--- src/rtl/hps_pkg.sv ---
package hps_pkg;

    localparam int unsigned WORD_W  = 16;
    localparam int unsigned NUM_ENG = 2;

    // Bit positions decoded by host software
    localparam int unsigned B_VBUS   = 15;
    localparam int unsigned B_ID     = 14;
    localparam int unsigned B_SOF2   = 12;
    localparam int unsigned B_SOF1   = 10;
    localparam int unsigned B_RST2   = 9;
    localparam int unsigned B_MBX_IN = 8;
    localparam int unsigned B_RES2   = 7;
    localparam int unsigned B_RES1   = 6;
    localparam int unsigned B_MSG2   = 5;
    localparam int unsigned B_MSG1   = 4;
    localparam int unsigned B_DONE2  = 3;
    localparam int unsigned B_DONE1  = 2;
    localparam int unsigned B_RST1   = 1;
    localparam int unsigned B_MBX_OUT = 0;

    typedef struct packed {
        logic [WORD_W-1:0] rdata;
    } rd_state_t;

    typedef struct packed {
        logic vbus;
        logic id;
    } otg_lvl_t;

endpackage

--- src/rtl/hps_sync.sv ---
module hps_sync #(
    parameter int unsigned STAGES = 2,
    parameter int unsigned WIDTH  = 2
) (
    input  logic             clk,
    input  logic             rst_n,
    input  logic [WIDTH-1:0] async_in,
    output logic [WIDTH-1:0] sync_out
);
    logic [STAGES-1:0][WIDTH-1:0] sr_d, sr_q;

    always_comb begin
        sr_d[0] = async_in;
        for (int i = 1; i < STAGES; i++) begin
            sr_d[i] = sr_q[i-1];
        end
    end

    always_ff @(posedge clk) begin
        if (!rst_n) sr_q <= '0;
        else        sr_q <= sr_d;
    end

    assign sync_out = sr_q[STAGES-1];
endmodule

--- src/rtl/hps_flag_cell.sv ---
module hps_flag_cell (
    input  logic clk,
    input  logic rst_n,
    input  logic set_i,
    input  logic clr_i,
    output logic flag_o
);
    logic flag_d, flag_q;

    always_comb begin
        flag_d = flag_q;
        if (clr_i) flag_d = 1'b0;
        if (set_i) flag_d = 1'b1;   // set has priority
    end

    always_ff @(posedge clk) begin
        if (!rst_n) flag_q <= 1'b0;
        else        flag_q <= flag_d;
    end

    assign flag_o = flag_q;

    // a set pulse always leaves the flag high
    a_r7_set_wins: assert property (@(posedge clk) disable iff (!rst_n)
        set_i |=> flag_o);
    // a clear with no set drops the flag
    a_r4_clear_alone: assert property (@(posedge clk) disable iff (!rst_n)
        (clr_i && !set_i) |=> !flag_o);
    // with neither event the flag keeps its value
    a_r5_idle_hold: assert property (@(posedge clk) disable iff (!rst_n)
        (!set_i && !clr_i) |=> $stable(flag_o));
endmodule

--- src/rtl/hps_status_word.sv ---
module hps_status_word
    import hps_pkg::*;
#(
    parameter int unsigned SYNC_STAGES = 2
) (
    input  logic              clk,
    input  logic              rst_n,
    input  logic              host_rd,
    input  logic              vbus_hi_async,
    input  logic              id_async,
    input  logic              mbx_in_put,
    input  logic              cpu_mbx_rd,
    input  logic              cpu_mbx_put,
    input  logic              host_mbx_take,
    input  logic [1:0]        cpu_msg_wr,
    input  logic [1:0]        eng_sof_irq,
    input  logic [1:0]        eng_rst_irq,
    input  logic [1:0]        eng_resume_irq,
    input  logic [1:0]        eng_pkt_done,
    input  logic [1:0]        eng_ep_irq,
    input  logic [1:0]        eng_dev_mode,
    output logic [WORD_W-1:0] stat_rdata
);
    localparam int unsigned OTG_W = $bits(otg_lvl_t);

    otg_lvl_t           otg_s;
    logic [OTG_W-1:0]   otg_raw;
    logic               mbx_in_q;
    logic               mbx_out_q;
    logic [NUM_ENG-1:0] msg_q;
    logic [NUM_ENG-1:0] done_sel;
    rd_state_t          st_d, st_q;
    logic [WORD_W-1:0]  word;

    hps_sync #(.STAGES(SYNC_STAGES), .WIDTH(OTG_W)) u_otg_sync (
        .clk      (clk),
        .rst_n    (rst_n),
        .async_in ({vbus_hi_async, id_async}),
        .sync_out (otg_raw)
    );
    assign otg_s = otg_lvl_t'(otg_raw);

    hps_flag_cell u_mbx_in (
        .clk(clk), .rst_n(rst_n),
        .set_i(mbx_in_put), .clr_i(cpu_mbx_rd), .flag_o(mbx_in_q)
    );

    hps_flag_cell u_mbx_out (
        .clk(clk), .rst_n(rst_n),
        .set_i(cpu_mbx_put), .clr_i(host_mbx_take), .flag_o(mbx_out_q)
    );

    for (genvar e = 0; e < NUM_ENG; e++) begin : g_eng
        hps_flag_cell u_msg (
            .clk(clk), .rst_n(rst_n),
            .set_i(cpu_msg_wr[e]), .clr_i(host_rd), .flag_o(msg_q[e])
        );
        assign done_sel[e] = eng_dev_mode[e] ? eng_ep_irq[e] : eng_pkt_done[e];
    end

    always_comb begin
        word              = '0;
        word[B_VBUS]      = otg_s.vbus;
        word[B_ID]        = otg_s.id;
        word[B_SOF2]      = eng_sof_irq[1];
        word[B_SOF1]      = eng_sof_irq[0];
        word[B_RST2]      = eng_rst_irq[1];
        word[B_RST1]      = eng_rst_irq[0];
        word[B_RES2]      = eng_resume_irq[1];
        word[B_RES1]      = eng_resume_irq[0];
        word[B_MSG2]      = msg_q[1];
        word[B_MSG1]      = msg_q[0];
        word[B_DONE2]     = done_sel[1];
        word[B_DONE1]     = done_sel[0];
        word[B_MBX_IN]    = mbx_in_q;
        word[B_MBX_OUT]   = mbx_out_q;

        st_d = st_q;
        if (host_rd) st_d.rdata = word;
    end

    always_ff @(posedge clk) begin
        if (!rst_n) st_q <= '0;
        else        st_q <= st_d;
    end

    assign stat_rdata = st_q.rdata;

    // no read strobe, no change of the read data
    a_r2_hold_rdata: assert property (@(posedge clk) disable iff (!rst_n)
        !host_rd |=> $stable(stat_rdata));
    // the reported VBUS level is the synchronizer output at the read edge
    a_r10_vbus_live: assert property (@(posedge clk) disable iff (!rst_n)
        host_rd |=> stat_rdata[B_VBUS] == $past(otg_s.vbus));
    // a host read never clears the incoming-mailbox flag
    a_r5_host_read_keeps_mbx: assert property (@(posedge clk) disable iff (!rst_n)
        (host_rd && !cpu_mbx_rd && mbx_in_q) |=> mbx_in_q);
    // reserved positions stay zero after any read
    a_r1_reserved_zero: assert property (@(posedge clk) disable iff (!rst_n)
        host_rd |=> (stat_rdata[13] == 1'b0 && stat_rdata[11] == 1'b0));
endmodule

--- config.mk ---
export PLATFORM = sky130hd
export DESIGN_NAME = hps_status_word
export DESIGN_NICKNAME = d
export VERILOG_FILES = /design/src/rtl/hps_pkg.sv /design/src/rtl/hps_sync.sv /design/src/rtl/hps_flag_cell.sv /design/src/rtl/hps_status_word.sv
export SDC_FILE = /design/constraint.sdc
export NUM_CORES = 1
export LEC_CHECK = 0
export BUFFER_PORTS_ARGS = -buffer_cell sky130_fd_sc_hd__buf_2
export CAP_MARGIN = 20
export CORE_ASPECT_RATIO = 1.25
export CORE_MARGIN = 10
export CORE_UTILIZATION = 47
export DETAILED_ROUTE_END_ITERATION = 16
export PLACE_DENSITY = 0.8
export SKIP_CTS_REPAIR_TIMING = 1
export SYNTH_ARGS = -nofsm -noshare
export SYNTH_HDL_FRONTEND = slang
export SYNTH_HIERARCHICAL = 1
export SYNTH_SLANG_ARGS = --single-unit
--- constraint.sdc ---
create_clock -name clk -period 1.29 [get_ports clk]
set_input_delay 0 -clock clk [delete_from_list [all_inputs] [get_ports clk]]
set_output_delay 0 -clock clk [all_outputs]
set_load 0.05 [all_outputs]
==> summary.txt, run 1 <==
Pwr
  • Logic pwr share: 19.8%
  • Max VDD drop: 0.705 mV
  • Switching pwr: 364 uW
  • Sequential share of power: 53.5%
  • Switching Share: 26.6%
  • Static Leak: 0.573 nW
  • P_int: 1.00 mW
  • Clock Power Share: 26.6%
  • Power, Total: 1.37 mW
  • Pwr Density: 1160 mW/mm2

Clock tree
  • H-tree depth: 1
  • Longest Clk Path Bufs: 2
  • Reg clk slew, reported paths: 0.11 ns
  • CTS root buf: clkbuf_4
  • Clock latency on the worst-skew pair: 0.30 ns
  • Clock sink count: 22
  • CTS tree: built
  • TritonCTS buffer count: 3

Final layout
  • Antenna diodes: 0
  • Final instance area: 0.00117 mm2
  • Share of layout cells above drive strength 1: 36.7%
  • Post-Layout Cell Count: 139
  • Layout Nets: 144
  • Area Growth Syn to Fin: 39.6%

Synthesis
  • Synth area leader: dfxtp_1
  • Asr flop ratio synth: 0%
  • Cell count after synthesis: 70
  • Top cells by area, synth: dfxtp_1, mux2i_1, nor2b_1
  • Yosys warns: 6
  • Register bit total from synthesis: 22
  • Mapped Avg Cell Area: 12.0 um2
  • Yosys cell types: 13
  • Commonest cells post-synth: dfxtp_1, mux2i_1, nor2b_1
  • Most used DFF post-synth: dfxtp_1
  • Mapped cell area: 841 um2
  • EDFF count, synth: 0
  • Top-area cell type share of the netlist area: 52.4%
  • Sequential area share after synthesis: 52.4%
  • Most frequent cell after synthesis: dfxtp_1

Timing
  • Setup Viol. Count Final: 0
  • RSZ-0062 raised after global routing: false
  • Clock skew: 0.00457 ns
  • Worst-Margin Slew: 0.504 ns
  • Fin crit period: 1.20 ns
  • Max_slew headroom: 66.4%
  • TNS Setup: 0 ns
  • Final period util: 92.8%
  • Hold slack final: 0.00996 ns
  • Final hold violation count: 0
  • Fmax: 0.836 GHz
  • Max-slew violations: 0

Detailed routing
  • WL/cell: 12.9 um
  • Vias per cell: 4.50
  • DR vias: 626
  • Met3 wire len: 232 um
  • Post-Route WL: 1790 um
  • Final ANT Viol Nets: 0
  • DRT met1 WL: 767 um
  • Top layer in use: met4
  • Initial drt markers: 5
  • Met2 routed wirelength: 764 um
  • DR pass1 iterations: 3
  • Remaining DRCs: 0

Hold path
  • Worst Min Path Start: eng_pkt_done[1]
  • Hold depth: 3
  • Hold Crit Class: input port to flop
  • Worst Hold End: stat_rdata[3]

Global routing
  • Global Route Usage Sum: 8.10%
  • First-pass GRT wire length: 2540 um
  • Vias in the first global route: 598
  • Initial antenna violation count: 0
  • Grt total ovfl: 0
  • Largest net degree at the start of global routing: 23

Critical path
  • Worst Reg-to-Reg Cells: 2
  • CP max FO: 1
  • Setup crit start: eng_pkt_done[0]
  • Arrival @ worst endpoint: 1.37 ns
  • CP Class: input port to flop
  • RR Endpoint: u_mbx_out/flag_o
  • CP Data Required Time: 1.47 ns
  • Crit path launch type: input port
  • Reg2reg start: u_mbx_out/flag_o
  • Worst setup EP type: flop
  • Flop-to-flop setup slack: 0.58 ns

Floorplan
  • Die area: 0.00389 mm2
  • Std-Cell Core Area: 0.00172 mm2
  • I/O Pins: 39
  • # rows: 17
  • Die height: 67.3 um
  • Die width: 57.8 um
  • Effective utilization at floorplan: 48.8%

Place
  • Placed cell area: 997 um2
  • IO buf count: 36
  • # placed instances: 121
  • Placer congestion estimate: 0.657

Status
  • Status: finished, final reports clean

Flow run
  • Max-Cap Viols: 0
==> logic make-up (layout without fill, tap and decap cells) <==
| group | after synthesis | in the layout | share of synthesized area, % |
|---|---|---|---|
| buffers and inverters | 5 | 54 | 6.10 |
| muxes | 14 | 14 | 16.7 |
| other | 1 | 2 | 0.446 |
| DFF | 22 | 22 | 52.4 |
| and+or+nand+nor | 20 | 20 | 18.5 |
| AOI/OAI and AO/OA | 8 | 8 | 5.95 |
==> how the worst max path moves through the flow <==
| stage | end | cells past startpoint | slack [ns] |
|---|---|---|---|
| after floorplan | stat_rdata[2] | 2 | 0.38 |
| after global placement | stat_rdata[12] | 3 | 0.46 |
| after detailed placement | stat_rdata[7] | 3 | 0.42 |
| after CTS | stat_rdata[12] | 1 | 0.35 |
| after global routing | stat_rdata[2] | 5 | 0.05 |
| final | stat_rdata[2] | 5 | 0.09 |
==> per-layer routing <==
layer  track usage (%)  vias up
met5                 0        -
met4              4.41        0
met3              6.00        4
met2              11.2       32
met1              8.89      265
li1                  -      325
==> cells in the final DEF (no fill, tap or decap) <==
| cell type | count |
|---|---|
| a21oi_1 | 2 |
| and2_1 | 4 |
| buf_2 | 36 |
| clkbuf_4 | 3 |
| clkbuf_8 | 1 |
| conb_1 | 2 |
| dfxtp_1 | 22 |
| dlygate4sd3_1 | 14 |
| mux2i_1 | 14 |
| nor2b_1 | 12 |
| nor2b_4 | 4 |
| o21a_1 | 4 |
| o21ai_0 | 2 |
==> registers in the layout (all words and copies together) (netlist names) <==
| register | cells |
|---|---|
| stat_rdata | 14 |
| u_otg_sync/sync_out | 2 |
| u_mbx_out/flag_o | 1 |
| u_otg_sync/sr_d | 2 |
| u_mbx_in/flag_o | 1 |
| g_eng.u_msg/flag_o | 2 |
==> per-stage QoR <==
stage	setup slack [ns]	util, %
after floorplan	0.381	-
after global placement	0.456	57.9
after detailed placement	0.419	57.9
after CTS	0.353	60.0
after global routing	0.0492	68.1
final	0.0935	68.1
==> worst max-delay path, stage by stage <==
cell           delay (ns)
dlygate4sd3_1        0.53
buf_2                0.12
mux2i_1              0.10
dlygate4sd3_1        0.56
a21oi_1              0.06
==> cell type report <==
type | count | area [um2]
clock buffer | 4 | 36.3
fill | 140 | 549
multi-input combinational | 44 | 353
sequential | 22 | 440
tap | 19 | 23.8
timing repair buffer | 50 | 320
==> power by group through the flow <==
stage / clock network, mW / logic [mW] / registers (mW)
floorplan: 0 / 0.0999 / 0.826
global placement: 0 / 0.234 / 0.745
detailed placement: 0 / 0.239 / 0.747
CTS: 0.377 / 0.239 / 0.732
global route: 0.411 / 0.289 / 0.736
finish: 0.364 / 0.271 / 0.731
No activity file was read; power rests on OpenSTA's default activity.
==> inputs of run 2 (changes only) <==
--- a/config.mk
+++ b/config.mk
@@ -5,13 +5,14 @@
 export SDC_FILE = /design/constraint.sdc
 export NUM_CORES = 1
 export LEC_CHECK = 0
+export ABC_AREA = 1
 export BUFFER_PORTS_ARGS = -buffer_cell sky130_fd_sc_hd__buf_2
 export CAP_MARGIN = 20
 export CORE_ASPECT_RATIO = 1.25
 export CORE_MARGIN = 10
 export CORE_UTILIZATION = 47
 export DETAILED_ROUTE_END_ITERATION = 16
-export PLACE_DENSITY = 0.8
+export PLACE_DENSITY = 0.91
 export SKIP_CTS_REPAIR_TIMING = 1
 export SYNTH_ARGS = -nofsm -noshare
 export SYNTH_HDL_FRONTEND = slang
==> summary.txt, run 2 <==
Status
  • Status: finished, violations left
  • Failing checks: hold timing

Critical path
  • Critical path's largest stage delay: 0.55 ns (about the same)
  • Crit path launch type: flop
  • RR Endpoint: u_mbx_out/flag_o
  • CP Class: flop to flop
  • Crit-path slowest cell: dlygate4sd3_1
  • Flop-to-flop setup slack: 0.14 ns (-0.44 ns)
  • Crit-path leading delay family: buffers and inverters
  • Reg2reg start: u_mbx_out/flag_o
  • Worst setup EP type: flop
  • CP Data Required Time: 1.55 ns (+0.08 ns)
  • CP max FO: 2 (+1)
  • Worst Reg-to-Reg Cells: 3 (+1)
  • Arrival @ worst endpoint: 1.41 ns (+0.04 ns)
  • Critical path, cell by cell: nand2_1, a21oi_2, dlygate4sd3_1
  • Buf/Inv on CP: 1 (-2)

Timing
  • Clock skew: 0.00415 ns (-0.000412 ns)
  • Final hold violation count: 2 (+2)
  • RSZ-0062 raised after global routing: false
  • Hold slack final: -0.0182 ns (-0.0281 ns)
  • Final period util: 89.0% (-3.8 points)
  • Setup Viol. Count Final: 0 (unchanged)
  • Fin crit period: 1.15 ns (-0.0486 ns)
  • Max-slew violations: 0 (unchanged)
  • Fmax: 0.871 GHz (+4.2%)
  • TNS Setup: 0 ns (unchanged)

Final layout
  • Most frequent cells in the layout: buf_2, nor2_1, dfxtp_1, inv_1
  • Max reg flops: 14 (unchanged)
  • Share of layout cells above drive strength 1: 29.4% (-7.3 points)
  • Layout Nets: 184 (+28%)
  • FILL cells: 158 (+13%)
  • Antenna diodes: 0 (unchanged)
  • Flip-flop and latch area: 440 um2 (unchanged)
  • Most common cell after layout, fill and taps aside: buf_2
  • Area Growth Syn to Fin: 40.3%
  • Area of the multi-input gates: 277 um2 (-22%)

Synthesis
  • EDFF count, synth: 0 (unchanged)
  • Commonest cells post-synth: nor2_1, dfxtp_1, inv_1, nand2_1, o21ai_1
  • Mapped cell area: 841 um2 (unchanged)
  • Yosys cell types: 15 (+2)
  • Area share of fa/ha/maj cells after synthesis: 0% (unchanged)
  • Asr flop ratio synth: 0% (unchanged)
  • Synth Area in Compound Gates: 11.8% (+5.8 points)
  • Yosys warns: 6 (unchanged)
  • Xor and xnor fraction of the mapped netlist area: 0% (unchanged)
  • Largest family of logic cells by synthesized area: simple AND/OR/NAND/NOR gates
  • Most frequent cell after synthesis: nor2_1
  • Sequential area share after synthesis: 52.4% (unchanged)
  • Top-area cell type share of the netlist area: 52.4% (unchanged)
  • Most used DFF post-synth: dfxtp_1
  • Register bit total from synthesis: 22 (unchanged)
  • Post-Synth Simple-Gate Area: 20.2% (+1.8 points)
  • Mapped Avg Cell Area: 7.64 um2 (-36%)
  • Cell count after synthesis: 110 (+57%)
  • Top cells by area, synth: dfxtp_1, nor2_1, inv_1
  • Mux cell area share after synthesis: 0% (-17 points)
  • Synth area leader: dfxtp_1

Global routing
  • First-pass GRT wire length: 3130 um (+23%)
  • Global Route Usage Sum: 9.55% (+1.4 points)
  • Largest net degree at the start of global routing: 22 (-4.3%)
  • Vias in the first global route: 767 (+28%)
  • Grt total ovfl: 0 (unchanged)
  • Initial antenna violation count: 0 (unchanged)

Floorplan
  • Effective utilization at floorplan: 48.8% (unchanged)
  • Die area: 0.00389 mm2 (unchanged)
  • Std-Cell Core Area: 0.00172 mm2 (unchanged)
  • Die height: 67.3 um (unchanged)
  • I/O Pins: 39 (unchanged)
  • Die width: 57.8 um (unchanged)
  • # rows: 17 (unchanged)

Detailed routing
  • Met3 wire len: 164 um (-29%)
  • Post-Route WL: 2080 um (+16%)
  • DR pass1 iterations: 4 (+1)
  • Remaining DRCs: 0 (unchanged)
  • Final ANT Viol Nets: 0 (unchanged)
  • Vias per cell: 4.56 (+1.3%)
  • DR vias: 817 (+31%)
  • Top layer in use: met4
  • Initial drt markers: 6 (+1)
  • WL/cell: 11.6 um (-9.9%)
  • DRT met1 WL: 842 um (+9.8%)
  • Met2 routed wirelength: 1050 um (+37%)

Clock tree
  • Longest Clk Path Bufs: 2 (unchanged)
  • Clock latency on the worst-skew pair: 0.30 ns (about the same)
  • Clock sink count: 22 (unchanged)
  • Reg clk slew, reported paths: 0.12 ns (about the same)
  • H-tree depth: 1 (unchanged)
  • CTS tree: built
  • TritonCTS buffer count: 3 (unchanged)
  • CTS root buf: clkbuf_4

Pwr
  • Pwr Density: 1210 mW/mm2 (+3.5%)
  • Static Leak: 0.671 nW (+17%)
  • Max VDD drop: 0.830 mV (+18%)
  • Power, Total: 1.42 mW (+4.1%)

Place
  • Placer congestion estimate: 0.659 (+0.27%)
  • IO buf count: 36 (unchanged)
  • Hpwl dp: 1540 um

Hold path
  • Worst Hold End: stat_rdata[2]
  • Hold depth: 5 (+2)
  • Worst Min Path Start: eng_ep_irq[0]
  • Hold Crit Class: input port to flop

Flow run
  • Max-Cap Viols: 0 (unchanged)
run 2: layer usage:
layer / vias to the layer above / GRT usage (%)
met5: - / 0
met4: 0 / 2.65
met3: 2 / 3.94
met2: 31 / 16.3
met1: 365 / 10.7
li1: 419 / -
run 2: worst max path at each step:
| stage | start | to | depth (start not counted) |
|---|---|---|---|
| after floorplan | stat_rdata[2] | stat_rdata[2] | 4 |
| after global placement | host_rd | stat_rdata[5] | 4 |
| after detailed placement | host_rd | stat_rdata[12] | 4 |
| after CTS | stat_rdata[4] | stat_rdata[4] | 1 |
| after global routing | u_mbx_out/flag_o | u_mbx_out/flag_o | 3 |
| final | u_mbx_out/flag_o | u_mbx_out/flag_o | 3 |
run 2: worst register-to-register path: cells and delay by family, from the launching register on:
kind	cells	cell delay, ns
buf+inv	1	0.55
flops	1	0.37
simple gates	1	0.08
compound gates	1	0.11
run 2: through the flow:
stage / utilization (%) / std cells / instance area (um2) / hold slack, ns / setup WS, ns
final: 68.5 / 179 / 1180 / -0.0182 / 0.142
after global routing: 68.5 / 179 / 1180 / 0.0268 / 0.113
after CTS: 60.3 / 165 / 1040 / -0.123 / 0.340
after detailed placement: 58.2 / 161 / 1000 / 0.187 / 0.505
after global placement: 58.2 / 161 / 1000 / 0.176 / 0.569
after floorplan: - / 111 / 845 / 0.0935 / 0.382
run 2: area by class of cell:
cell class	count	share of cell area [%]
multi-input cells	62	23.4
flip-flops and latches	22	37.3
inverters	22	7.00
well taps	19	2.01
repair buffers	50	27.1
clock buffers	4	3.08
run 2: kinds of logic after synthesis:
group	Yosys count
simple gates	44
flops	22
other cells	1
buf+inv	27
compound gates	16
run 2: report_power, final:
part / switching, mW / internal, mW
combinational: 0.204 / 0.104
clock: 0.199 / 0.172
sequential: 0.0204 / 0.723
total: 0.424 / 0.999
